`src/rtl/cdwp_pkg.sv`:
```
package cdwp_pkg;
  localparam int ADDR_W = 2;
  localparam int DATA_W = 8;
  localparam logic [ADDR_W-1:0] ADDR_CTRL = 2'd0;
  localparam logic [ADDR_W-1:0] ADDR_STAT = 2'd1;
  localparam logic [ADDR_W-1:0] ADDR_IRQ  = 2'd2;
  localparam int BIT_EN  = 0;
  localparam int BIT_CD  = 6;
  localparam int BIT_WP  = 5;
  localparam int BIT_IRQ = 7;
endpackage

```
`src/rtl/cdwp_sync.sv`:
```
module cdwp_sync #(
  parameter int WIDTH  = 2,
  parameter int STAGES = 2,
  parameter logic [WIDTH-1:0] RST_VAL = '1
) (
  input  logic             clk,
  input  logic             rst_n,
  input  logic [WIDTH-1:0] d,
  output logic [WIDTH-1:0] q
);
  logic [WIDTH-1:0] stage_q [STAGES];

  for (genvar s = 0; s < STAGES; s++) begin : g_stage
    always_ff @(posedge clk or negedge rst_n) begin
      if (!rst_n) stage_q[s] <= RST_VAL;
      else if (s == 0) stage_q[s] <= d;
      else stage_q[s] <= stage_q[(s == 0) ? 0 : s-1];
    end
  end

  assign q = stage_q[STAGES-1];
endmodule

```
`src/rtl/cdwp_change_flag.sv`:
```
module cdwp_change_flag (
  input  logic clk,
  input  logic rst_n,
  input  logic enable,
  input  logic level,
  input  logic clear,
  output logic change,
  output logic flag
);
  logic level_prev_q;

  always_ff @(posedge clk or negedge rst_n) begin
    if (!rst_n) level_prev_q <= 1'b1;
    else level_prev_q <= level;
  end

  assign change = enable && (level != level_prev_q);

  always_ff @(posedge clk or negedge rst_n) begin
    if (!rst_n) flag <= 1'b0;
    else if (change) flag <= 1'b1;
    else if (clear) flag <= 1'b0;
  end
endmodule

```
`src/rtl/card_detect_monitor.sv`:
```
module card_detect_monitor
  import cdwp_pkg::*;
#(
  parameter int SYNC_STAGES = 2
) (
  input  logic              clk,
  input  logic              rst_n,
  input  logic              card_present_n,
  input  logic              wr_protect,
  input  logic              bus_wr,
  input  logic [ADDR_W-1:0] bus_addr,
  input  logic [DATA_W-1:0] bus_wdata,
  output logic [DATA_W-1:0] bus_rdata,
  output logic              card_irq
);
  logic [1:0] pins_s;
  logic       pres_s, wp_s;
  logic       en_q;
  logic       irq_clear, pres_change;
  logic       stat_cd, stat_wp;

  cdwp_sync #(.WIDTH(2), .STAGES(SYNC_STAGES), .RST_VAL(2'b11)) u_sync (
    .clk(clk), .rst_n(rst_n),
    .d({card_present_n, wr_protect}),
    .q(pins_s)
  );
  assign pres_s = pins_s[1];
  assign wp_s   = pins_s[0];

  always_ff @(posedge clk or negedge rst_n) begin
    if (!rst_n) en_q <= 1'b0;
    else if (bus_wr && bus_addr == ADDR_CTRL) en_q <= bus_wdata[BIT_EN];
  end

  assign irq_clear = bus_wr && (bus_addr == ADDR_IRQ) && bus_wdata[BIT_IRQ];

  cdwp_change_flag u_flag (
    .clk(clk), .rst_n(rst_n),
    .enable(en_q), .level(pres_s), .clear(irq_clear),
    .change(pres_change), .flag(card_irq)
  );

  assign stat_cd = en_q && pres_s;
  assign stat_wp = en_q && !pres_s && wp_s;

  always_comb begin
    bus_rdata = '0;
    case (bus_addr)
      ADDR_CTRL: bus_rdata[BIT_EN] = en_q;
      ADDR_STAT: begin
        bus_rdata[BIT_CD] = stat_cd;
        bus_rdata[BIT_WP] = stat_wp;
      end
      ADDR_IRQ:  bus_rdata[BIT_IRQ] = card_irq;
      default:   bus_rdata = '0;
    endcase
  end
endmodule

```
`config.mk`:
```
export PLATFORM = sky130hd
export DESIGN_NAME = card_detect_monitor
export DESIGN_NICKNAME = d
export VERILOG_FILES = /design/src/rtl/cdwp_pkg.sv /design/src/rtl/cdwp_sync.sv /design/src/rtl/cdwp_change_flag.sv /design/src/rtl/card_detect_monitor.sv
export SDC_FILE = /design/constraint.sdc
export NUM_CORES = 1
export LEC_CHECK = 0
export BUFFER_PORTS_ARGS = -buffer_cell sky130_fd_sc_hd__buf_2
export CORE_AREA = 2 2 39 41
export CTS_CLUSTER_DIAMETER = 40
export DETAILED_ROUTE_END_ITERATION = 8
export DIE_AREA = 0 0 41 43
export SLEW_MARGIN = 5
export SYNTH_ARGS = -nofsm -noshare
export SYNTH_HDL_FRONTEND = slang
export SYNTH_HIERARCHICAL = 1
export SYNTH_SLANG_ARGS = --single-unit
```
`constraint.sdc`:
```
create_clock -name clk -period 0.95 [get_ports clk]
set_input_delay 0.19 -clock clk [delete_from_list [all_inputs] [get_ports clk]]
set_output_delay 0.19 -clock clk [all_outputs]
set_load 0.02 [all_outputs]
```
==> flow_metrics.py <==
metrics = {
    "floorplan": {
        "dieWidth_um": 41,
        "dieArea_um2": 1760,
        "io_pins": 24,
        "die_h_um": 43,
        "coreArea_um2": 1380,
        "initial_core_util": 0.239,
        "rows": 14,
    },
    "sta": {
        "hold_violations": 0,
        "rsz0062_at_grt": "true",
        "whs_ns": 0.0458,
        "post-route-min-period_ns": 1.26,
        "setup-violations-final": 6,
        "setup_ws_ns": -0.313,
        "max_freq_mhz": 792,
        "setup-tns-final_ns": -1.28,
        "period_share": 1.33,
        "slew_violations": 0,
        "worst_clock_skew_ns": 0.000439,
    },
    "power": {
        "p_sw_frac": 0.249,
        "leakagePower_nw": 0.253,
        "ir_drop_v": 0.000598,
        "internal_power_uw": 619,
        "finalPower_uw": 824,
        "p_switching_uw": 205,
        "power_density_nw_per_um2": 1540,
        "p_comb_frac": 0.266,
        "p_clk_frac": 0.311,
        "seqPwrFrac": 0.423,
    },
    "cells_and_area": {
        "layoutNonFillerInstCount": 64,
        "layout_commonest_cell": "buf_2",
        "final_area_um2": 537,
        "regArea_um2": 181,
        "area_growth_pct": 62.5,
        "multi_input_area_um2": 139,
        "diodes": 0,
        "final.fill_count": 142,
        "layout.nets": 64,
        "fin_util": 0.388,
        "final_cell_mix": "buf_2, buf_4, buf_6",
        "drive_above_1_share": 0.750,
    },
    "global_routing": {
        "grt_util_all_layers": 0.0811,
        "grt_max_degree": 8,
        "grt_overflow": 0,
        "antenna_found_initial": 0,
        "grt_first_pass_wirelength_um": 931,
        "grt_pass1_vias": 268,
    },
    "drt": {
        "vias": 242,
        "routed_via_density": 3.78,
        "drtIter0Drc": 3,
        "firstDrtPassIters": 2,
        "wl_um": 594,
        "detail-route-antenna-nets": 0,
        "post_drt_wl_per_cell_um": 9.28,
        "drcViolationCount": 0,
    },
    "critical_path": {
        "worstSetupStartpointType": "flop",
        "arrival_ns": 1.07,
        "critPathCaptureType": "output port",
        "path_class": "reg -> out",
        "crit_path_max_fanout": 1,
        "timing.critical_path.required_ns": 0.76,
    },
    "job": {
        "maxCapViolCount": 0,
    },
    "cts": {
        "clock-root-buffer": "clkbuf_4",
        "cts_buffers": 3,
        "cts_tree": "done",
        "clock_path_buffers": 2,
        "clock_latency_ns": 0.24,
        "cts.sinks": 7,
        "htree_levels": 1,
        "clk_pin_slew_ns": 0.05,
    },
    "synth": {
        "ys.warnings.count": 6,
        "postSynthCellCount": 26,
        "syn_avg_cell_area_um2": 12.7,
        "syn_area_um2": 330,
    },
    "placed_design": {
        "dp_cells": 58,
        "place_ws_ns": -0.150,
        "gp_congestion": 0.608,
        "placed_cell_area_um2": 450,
        "port_buffers": 13,
        "dp_hpwl_um": 479,
    },
    "min_path": {
        "hold_path.class": "in -> reg",
    },
    "status": {
        "violations": "negative setup slack",
        "outcome": "complete, but fails checks",
    },
}
cell type report:
class                   instances  share of cell area
well taps                      16              0.0373
clock buffers                   4              0.0490
multi-input cells              14               0.259
repair buffers                 21               0.303
flip-flops and latches          7               0.338
inverters                       2              0.0140
registers in the layout (all words and copies together) (netlist names):
signal,count
en_q,1
u_flag/flag,1
u_flag/level_prev_q,1
u_sync/q,2
u_sync/stage_q,2
critical path, stage by stage (launching register included):
cell     delay (ns)
dfstp_2        0.51
nor3b_4        0.18
buf_6          0.14
layer usage:
layer / vias to the layer above / wire, um / share of wire / global-route usage
met2: 15 / 290 / 0.49 / 0.138
li1: 118 / - / - / -
met3: 0 / 73 / 0.12 / 0.0157
met4: 0 / 0 / 0 / 0.0600
met5: - / 0 / 0 / 0
met1: 109 / 230 / 0.39 / 0.0797
power groups by stage:
stage	clock, mW	sequential (mW)	combinational, mW
floorplan	0	0.361	0.0973
detailed placement	0	0.351	0.177
CTS	0.275	0.348	0.208
global route	0.295	0.352	0.235
global placement	0	0.350	0.175
finish	0.256	0.349	0.219
path summary, 6_finish.rpt:
kind	start	end	slack, ns	cells after the start
worst max register to register	u_sync/q[1]	u_flag/flag	-0.07	3
worst min register to register	u_sync/stage_q[2]	u_sync/q[0]	0.35	0
min in group asynchronous	rst_n	en_q	0.30	2
worst max-delay path	u_sync/q[0]	bus_rdata[5]	-0.31	2
worst min-delay path	card_present_n	u_sync/stage_q[3]	0.05	1
max in group asynchronous	rst_n	u_flag/level_prev_q	0.43	2
timing repair:
| action | 4_1_cts | 5_1_grt |
|---|---|---|
| hold buffers | 1 | 0 |
| hold endpoints to repair | 7 | 0 |
| pin swaps | 3 | 1 |
| buffers inserted | 0 | 1 |
| cloned | 0 | 0 |
| gates resized for setup | 11 | 1 |
| setup endpoints to repair | 6 | 6 |
No activity file was read; power rests on OpenSTA's default activity.
